<file path="src/rtl/bl_pwm_pkg.sv">
package bl_pwm_pkg;
  // Register byte offsets
  localparam int unsigned OFS_ENABLE = 32'h00;
  localparam int unsigned OFS_COMMIT = 32'h08;
  localparam int unsigned OFS_DIV    = 32'h10;
  localparam int unsigned OFS_SHAPE  = 32'h14;
  // Field positions inside the data word
  localparam int unsigned DIV_LSB  = 16;
  localparam int unsigned PER_LSB  = 0;
  localparam int unsigned HIGH_LSB = 16;

  typedef enum logic [2:0] {
    SEL_NONE,
    SEL_EN,
    SEL_COMMIT,
    SEL_DIV,
    SEL_SHAPE
  } reg_sel_e;
endpackage

</file>
<file path="src/rtl/bl_pwm_regs.sv">
module bl_pwm_regs
  import bl_pwm_pkg::*;
#(
  parameter int unsigned DIV_W  = 10,
  parameter int unsigned PER_W  = 12,
  parameter int unsigned HIGH_W = 13,
  parameter int unsigned ADDR_W = 8,
  parameter int unsigned DATA_W = 32
) (
  input  logic              clk,
  input  logic              rst_n,
  input  logic [ADDR_W-1:0] addr,
  input  logic [DATA_W-1:0] wdata,
  input  logic              wr,
  output logic [DATA_W-1:0] rdata,
  output logic              en,
  output logic              commit_edge,
  output logic [DIV_W-1:0]  div_stg,
  output logic [PER_W-1:0]  per_stg,
  output logic [HIGH_W-1:0] high_stg
);
  reg_sel_e sel;
  logic en_q, cmt_q;
  logic [DIV_W-1:0]  div_q;
  logic [PER_W-1:0]  per_q;
  logic [HIGH_W-1:0] high_q;
  logic ce_en, ce_cmt, ce_div, ce_shape;
  logic unused_wdata;

  assign unused_wdata = ^wdata;

  // Address decode
  always_comb begin
    case (addr)
      ADDR_W'(OFS_ENABLE): sel = SEL_EN;
      ADDR_W'(OFS_COMMIT): sel = SEL_COMMIT;
      ADDR_W'(OFS_DIV):    sel = SEL_DIV;
      ADDR_W'(OFS_SHAPE):  sel = SEL_SHAPE;
      default:             sel = SEL_NONE;
    endcase
  end

  // Clock enables
  always_comb begin
    ce_en       = wr && (sel == SEL_EN);
    ce_cmt      = wr && (sel == SEL_COMMIT);
    ce_div      = wr && (sel == SEL_DIV);
    ce_shape    = wr && (sel == SEL_SHAPE);
    commit_edge = ce_cmt && wdata[0] && !cmt_q;
  end

  always_ff @(posedge clk or negedge rst_n) begin
    if (!rst_n) begin
      en_q   <= 1'b0;
      cmt_q  <= 1'b0;
      div_q  <= '0;
      per_q  <= '0;
      high_q <= '0;
    end else begin
      if (ce_en)    en_q   <= wdata[0];
      if (ce_cmt)   cmt_q  <= wdata[0];
      if (ce_div)   div_q  <= wdata[DIV_LSB +: DIV_W];
      if (ce_shape) per_q  <= wdata[PER_LSB +: PER_W];
      if (ce_shape) high_q <= wdata[HIGH_LSB +: HIGH_W];
    end
  end

  // Read mux: unused bits stay zero
  always_comb begin
    rdata = '0;
    case (sel)
      SEL_EN:     rdata[0] = en_q;
      SEL_COMMIT: rdata[0] = cmt_q;
      SEL_DIV:    rdata[DIV_LSB +: DIV_W] = div_q;
      SEL_SHAPE: begin
        rdata[PER_LSB +: PER_W]   = per_q;
        rdata[HIGH_LSB +: HIGH_W] = high_q;
      end
      default:    rdata = '0;
    endcase
  end

  assign en       = en_q;
  assign div_stg  = div_q;
  assign per_stg  = per_q;
  assign high_stg = high_q;
endmodule

</file>
<file path="src/rtl/bl_pwm_shadow.sv">
module bl_pwm_shadow #(
  parameter int unsigned DIV_W  = 10,
  parameter int unsigned PER_W  = 12,
  parameter int unsigned HIGH_W = 13
) (
  input  logic              clk,
  input  logic              rst_n,
  input  logic              en,
  input  logic              commit_edge,
  input  logic              at_end,
  input  logic [DIV_W-1:0]  div_stg,
  input  logic [PER_W-1:0]  per_stg,
  input  logic [HIGH_W-1:0] high_stg,
  output logic [DIV_W-1:0]  div_act,
  output logic [PER_W-1:0]  per_act,
  output logic [HIGH_W-1:0] high_act
);
  logic pend_q, pend_d, req, load;

  // A fresh edge counts in its own cycle, so an edge on the boundary loads there
  always_comb begin
    req    = pend_q || commit_edge;
    load   = req && (!en || at_end);
    pend_d = req && !load;
  end

  always_ff @(posedge clk or negedge rst_n) begin
    if (!rst_n) begin
      pend_q   <= 1'b0;
      div_act  <= '0;
      per_act  <= '0;
      high_act <= '0;
    end else begin
      pend_q <= pend_d;
      if (load) begin
        div_act  <= div_stg;
        per_act  <= per_stg;
        high_act <= high_stg;
      end
    end
  end
endmodule

</file>
<file path="src/rtl/bl_pwm_core.sv">
module bl_pwm_core #(
  parameter int unsigned DIV_W  = 10,
  parameter int unsigned PER_W  = 12,
  parameter int unsigned HIGH_W = 13
) (
  input  logic              clk,
  input  logic              rst_n,
  input  logic              en,
  input  logic [DIV_W-1:0]  div,
  input  logic [PER_W-1:0]  per,
  input  logic [HIGH_W-1:0] high,
  output logic [DIV_W-1:0]  pre_cnt,
  output logic [PER_W-1:0]  per_cnt,
  output logic              at_end,
  output logic              pwm
);
  localparam int unsigned CMP_W = (HIGH_W > PER_W) ? HIGH_W : PER_W;

  logic [DIV_W-1:0] pre_q, pre_d;
  logic [PER_W-1:0] per_q, per_d;
  logic tick, per_last;

  always_comb begin
    tick     = (pre_q == div);
    per_last = (per_q == per);
    at_end   = en && tick && per_last;
    if (!en) begin
      pre_d = '0;
      per_d = '0;
    end else if (tick) begin
      pre_d = '0;
      per_d = per_last ? '0 : per_q + 1'b1;
    end else begin
      pre_d = pre_q + 1'b1;
      per_d = per_q;
    end
  end

  always_ff @(posedge clk or negedge rst_n) begin
    if (!rst_n) begin
      pre_q <= '0;
      per_q <= '0;
    end else begin
      pre_q <= pre_d;
      per_q <= per_d;
    end
  end

  assign pwm     = en && (CMP_W'(per_q) < CMP_W'(high));
  assign pre_cnt = pre_q;
  assign per_cnt = per_q;
endmodule

</file>
<file path="src/rtl/bl_pwm_top.sv">
module bl_pwm_top #(
  parameter int unsigned DIV_W  = 10,
  parameter int unsigned PER_W  = 12,
  parameter int unsigned HIGH_W = 13
) (
  input  logic        clk,
  input  logic        rst_n,
  input  logic [7:0]  reg_addr,
  input  logic [31:0] reg_wdata,
  input  logic        reg_wr,
  output logic [31:0] reg_rdata,
  output logic        pwm_o
);
  logic [1:0] rst_pipe;
  logic rst_q_n;
  logic en_q, commit_edge, at_end;
  logic [DIV_W-1:0]  div_stg, div_act, pre_cnt;
  logic [PER_W-1:0]  per_stg, per_act, per_cnt;
  logic [HIGH_W-1:0] high_stg, high_act;

  // Asynchronous assert, synchronous release
  always_ff @(posedge clk or negedge rst_n) begin
    if (!rst_n) rst_pipe <= 2'b00;
    else        rst_pipe <= {rst_pipe[0], 1'b1};
  end
  assign rst_q_n = rst_pipe[1];

  bl_pwm_regs #(.DIV_W(DIV_W), .PER_W(PER_W), .HIGH_W(HIGH_W),
                .ADDR_W(8), .DATA_W(32)) u_regs (
    .clk(clk), .rst_n(rst_q_n), .addr(reg_addr), .wdata(reg_wdata),
    .wr(reg_wr), .rdata(reg_rdata), .en(en_q), .commit_edge(commit_edge),
    .div_stg(div_stg), .per_stg(per_stg), .high_stg(high_stg)
  );

  bl_pwm_shadow #(.DIV_W(DIV_W), .PER_W(PER_W), .HIGH_W(HIGH_W)) u_shadow (
    .clk(clk), .rst_n(rst_q_n), .en(en_q), .commit_edge(commit_edge),
    .at_end(at_end), .div_stg(div_stg), .per_stg(per_stg),
    .high_stg(high_stg), .div_act(div_act), .per_act(per_act),
    .high_act(high_act)
  );

  bl_pwm_core #(.DIV_W(DIV_W), .PER_W(PER_W), .HIGH_W(HIGH_W)) u_core (
    .clk(clk), .rst_n(rst_q_n), .en(en_q), .div(div_act), .per(per_act),
    .high(high_act), .pre_cnt(pre_cnt), .per_cnt(per_cnt),
    .at_end(at_end), .pwm(pwm_o)
  );
endmodule

</file>
<file path="config.mk">
export PLATFORM = sky130hd
export DESIGN_NAME = bl_pwm_top
export DESIGN_NICKNAME = d
export VERILOG_FILES = /design/src/rtl/bl_pwm_pkg.sv /design/src/rtl/bl_pwm_regs.sv /design/src/rtl/bl_pwm_shadow.sv /design/src/rtl/bl_pwm_core.sv /design/src/rtl/bl_pwm_top.sv
export SDC_FILE = /design/constraint.sdc
export NUM_CORES = 1
export LEC_CHECK = 0
export BUFFER_PORTS_ARGS = -buffer_cell sky130_fd_sc_hd__buf_4
export CAP_MARGIN = 20
export CORE_UTILIZATION = 45
export DETAILED_ROUTE_END_ITERATION = 12
export PLACE_DENSITY = 0.66
export SLEW_MARGIN = 0
export SYNTH_ARGS = -nofsm -noshare
export SYNTH_HDL_FRONTEND = slang
export SYNTH_SLANG_ARGS = --single-unit
</file>
<file path="constraint.sdc">
create_clock -name clk -period 3.33 [get_ports clk]
set_clock_uncertainty 0.1 [all_clocks]
set_input_delay 0.1665 -clock clk [delete_from_list [all_inputs] [get_ports clk]]
set_output_delay 0.1665 -clock clk [all_outputs]
set_load 0.02 [all_outputs]
</file>
-- Yosys cells after proc, flatten, opt, wreduce, memory -nomap -nowiden
Cells that the tools add are included.
- register bits after elaboration: 97
- logic and storage cells: 52
- $add $sub $neg: 2
- $lt $le $gt $ge: 1
- eq/ne operators: 10
- mux-type cells: 10
- reductions and logical operators: 17
- operators by type and width (operator ; count):
    12-bit 2-to-1 mux ; 3
    10-bit 2-to-1 mux ; 2
    10-bit case mux with 2 select lines ; 1
    8-bit by 5-bit equality test with 1-bit output, second input constant ; 2
    12-bit by 13-bit < comparator with 1-bit output ; 1
    12-bit by 1-bit adder with 12-bit output, second input constant ; 1
    12-bit equality test ; 1
    3-bit case mux with 4 select lines ; 1
    1-bit logical AND ; 11
    11-bit 2-to-1 mux ; 1
    10-bit by 1-bit adder with 10-bit output, second input constant ; 1
    10-bit equality test ; 1
    8-bit by 4-bit equality test with 1-bit output, second input constant ; 1
    8-bit zero test ; 1
    3-bit by 2-bit equality test with 1-bit output, second input constant ; 2
    3-bit by 1-bit equality test with 1-bit output, second input constant ; 1
    3-bit equality test, second input constant ; 1
    1-bit zero test ; 3
    3-bit 2-to-1 mux ; 1
    1-bit case mux with 3 select lines ; 1
    1-bit logical OR ; 2
    2-bit inequality test, second input constant ; 1

-- Logic depth before layout (Yosys ltp)
- depth after elaboration: 10
- gate-level depth with buffers: 7
- depth with buffers taken out: 7

-- Modules after synthesis
From an unflattened synthesis, not the netlist that was laid out.
- cell total of the unflattened synthesis: 415
- area total of the unflattened synthesis: 5103.6 sq um
- modules (own cells, without submodules) (module ; times used ; cells each ; area each (sq um) ; sequential area each (sq um)):
    bl_pwm_regs ; 1 ; 141 ; 1894.3 ; 925.9
    bl_pwm_core ; 1 ; 193 ; 1780.5 ; 550.5
    bl_pwm_shadow ; 1 ; 78 ; 1375.1 ; 900.9
    bl_pwm_top ; 1 ; 3 ; 53.8 ; 50.0

-- Worst setup path after synthesis
No wires, ideal clock.
- path type: reg2reg
- start: register u_core.pre_q[2] (netlist: u_core.pre_cnt[2])
- end: register u_shadow.div_act[5]
- arrival time: 1.937 ns
- data required time: 3.105 ns
- slack: 1.168 ns
- cell stages (with the launch flop): 7
- buffers on the path: 1
- clock period less this slack: 2.162 ns
- cell sequence: dfrtp_1 > xnor2_1 > nand4_2 > o31ai_4 > o221ai_4 > buf_6 > mux2_4
- word-level cells in the longest chain between the ends: 5
- ends and longest elaborated chain (item ; line ; RTL):
    from (decl) ; bl_pwm_core.sv:19 ; logic [DIV_W-1:0] pre_q, pre_d;
    from (signal assigned) ; bl_pwm_core.sv:44 ; pre_q <= pre_d;
    10-bit equality test ; bl_pwm_core.sv:24 ; tick = (pre_q == div);
    1-bit logical AND (2 in series) ; bl_pwm_core.sv:26 ; at_end = en && tick && per_last;
    1-bit logical OR ; bl_pwm_shadow.sv:23 ; load = req && (!en || at_end);
    1-bit logical AND ; bl_pwm_shadow.sv:23 ;
    to (signal assigned) ; bl_pwm_shadow.sv:36 ; div_act <= div_stg;
    to (decl) ; bl_pwm_shadow.sv:14 ; output logic [DIV_W-1:0] div_act,
Every way passes these cells.
A chain may end at the register's enable or synchronous reset.

-- Worst setup path in the final report
- start: register u_core.pre_q[6] (netlist: u_core.pre_cnt[6])
- end: register u_core.per_q[10] (netlist: u_core.per_cnt[10])
- word-level cells in the longest chain between the ends: 2
- ends and longest elaborated chain (item ; line ; RTL):
    10-bit equality test ; bl_pwm_core.sv:24 ;
    2-bit inequality test (no source line) ; -- ;
    to (signal assigned) ; bl_pwm_core.sv:45 ; per_q <= per_d;
    to (decl) ; bl_pwm_core.sv:20 ; logic [PER_W-1:0] per_q, per_d;
Every way passes these cells.

==> out/qor.yml <==
status: "complete, no violations"
vias: 3308
grt_util_met1_pct: 27.09
synth.distinct_cells: 47
power_density_nw_per_um2: 354.4
final_cell_mix: "96 x dfrtp_1, 69 x buf_4, 42 x mux2_2"
clock_path_buffers: 2
insertion_delay_ns: 0.37
num_rows: 37
drv_slew: 0
worstPathRequired_ns: 3.51
overflow: 0
start_kind: "register"
syn_area_per_cell_um2: 12.32
drc: 0
syn-instance-count: 398
cts_buffers: 9
rsz0062_at_grt: "no"
p_leak_nw: 2.862
grt_usage_pct: 19.50
grtUsageMet2_pct: 32.10
grt.met3_usage_pct: 3.188
place_ws_ns: 0.8850
core_area_um2: 10460
reg2reg_to: "u_core.per_cnt[10]"
clock_sinks: 97
fin_crit_ns: 2.478
syn_area_um2: 4905
portBuffers: 61
fin_nets: 546
yosysTopAreaCellShare_pct: 49.49
cts_tree: "yes"
drt_pass1_iterations: 4
worstRegToRegCells: 5
worst_slack_ns: 0.8523
gp_congestion: 0.8215
holdCritPathClass: "input port to asynchronous set/reset pin"
fin_cells: 631
seq_area_frac_synth_pct: 49.49
crit_type: "register to register"
wl_per_cell_um: 15.83
path_clk_slew_ns: 0.10
grt_pass1_vias: 3514
ys_warn_count: 0
vdd_drop_max_uv: 284.7
cts_root_buf: "clkbuf_8"
drive_gt1_share_pct: 33.94
first_iter_violations: 84
cts_resized: 0
yosysTopAreaCell: "dfrtp_1"
crit_path_end_kind: "register"
tns_ns: 0
synth-main-ff-cell: "dfrtp_1"
multi_input_area_um2: 2330
nFillCells: 905
antenna_found_initial: 0
dp_cells: 589
synth_edf_count: 0
layout_commonest_cell: "dfrtp_1"
vias_per_cell: 5.242
yosys-top-cells-area: "dfrtp_1 49%, mux2_2 9.6%, mux2_4 9.2%"
die_x_um: 106.4
grt_max_degree: 60
regArea_um2: 2431
hpwlAfterDp_um: 7200
synthArstFlopShare_pct: 100.0
n_antenna_cell: 0
initial_core_util_pct: 46.88
syn2layout_area_growth_pct: 21.33
setup-violations-final: 0
hold_viol_final: 0
grt_pass1_wl_um: 17360
timing.rr.start: "u_core.pre_cnt[6]"
die-height_um: 106.4
ys_ff_latch: 97
tightest_slew_ns: 0.8238
die-area_um2: 11320
drtAntennaViolNets: 0
period_share_pct: 74.41
ios: 76
fmaxAchievable_ghz: 0.4036
slew_headroom_pct: 45.08
crit_path_max_fanout: 16
cap_viol_max_count: 0
busiest_layer: "met2"
htree_levels: 3
ff2ff_setup_slack_ns: 0.85
arrival_ns: 2.66
totalWireLength_um: 9990
## state kept, by name (all words and copies together) (netlist names), 2 cells and up
register,flops
u_regs.high_stg,13
u_shadow.high_act,13
u_core.per_cnt,12
u_regs.per_stg,12
u_shadow.per_act,12
u_core.pre_cnt,10
u_regs.div_stg,10
u_shadow.div_act,10
rst_pipe,2
## routing by layer
metal	vias to the layer above	routed length, µm	share of wire [%]
li1	1594	-	-
met1	1657	4770	48
met2	49	4878	49
met3	8	223	2.2
met4	0	116	1.2
met5	-	0	0
## cell usage after synthesis (4+ instances only)
master     n
xor2_1     4
a21o_1     5
dfrtp_1   97
nand4_1    7
o21ai_0    4
nand2_1   20
clkbuf_1   9
nor3_1     8
nand3_1   12
or3_1      7
a31oi_1    4
a22o_1    10
and3_1     7
mux2_2    42
inv_1     12
ha_1      13
nor2_1    12
a21oi_1   10
buf_4      7
xnor2_1   26
mux2_4    30
and2_1    14
## layout make-up
type                       count  area share, %
clock buffer                   9          2.082
clock inverter                 7          1.220
inverter                      12         0.7569
multi-input combinational    275          39.15
sequential                    97          40.85
tap                          136          2.860
timing repair buffer          95          13.08
## worst max-delay path: stages, from the launching register on
cell	delay, ns
dfrtp_1	0.46
xnor2_1	0.18
nand4_1	0.25
or3_1	0.62
or4_1	0.58
a31oi_1	0.20
## metrics by stage
step           cell area, µm²  util [%]  power, mW  hold WS [ns]
2_1_floorplan            4927         -      1.304       -0.2291
3_3_place_gp             5494     52.51      1.353       -0.1512
3_5_place_dp             5494     52.51      1.358       -0.1500
4_1_cts                  5951     56.88      2.127      0.005864
5_1_grt                  5951     56.88      2.195      0.008711
6_report                 5951     56.88      2.109       0.01272
## cell families after synthesis
logic type | share of synthesized area [%]
flip-flops | 49.49
XOR/XNOR | 5.357
AO/OA/AOI/OAI | 7.067
adder cells (fa/ha/maj) | 3.316
AND/OR/NAND/NOR | 12.32
multiplexers | 18.83
other | 0.1531
buffers and inverters | 3.469
## worst max path at each step
stage	from	endpoint	cells past startpoint
5_1_grt	u_core.pre_cnt[2]	u_core.per_cnt[10]	5
6_report	u_core.pre_cnt[6]	u_core.per_cnt[10]	5
3_3_place_gp	u_core.pre_cnt[2]	u_core.per_cnt[10]	5
3_5_place_dp	u_core.pre_cnt[2]	u_core.per_cnt[10]	5
4_1_cts	u_core.pre_cnt[2]	u_core.per_cnt[10]	5
2_1_floorplan	rst_pipe[1]	u_core.per_cnt[0]	0
## power breakdown
group          switching [mW]  internal [mW]  total [mW]  leakage [nW]
logic                  0.0517         0.0726       0.124          1.42
registers              0.0305           1.20        1.23          1.34
clock network           0.458          0.295       0.753        0.0970
## what timing repair did
action                                 CTS  global route
endpoints found under the hold margin   39             0
buffers inserted                         0             0
hold buffers                            26             0
Note: power is estimated with default switching activity, not from simulation.
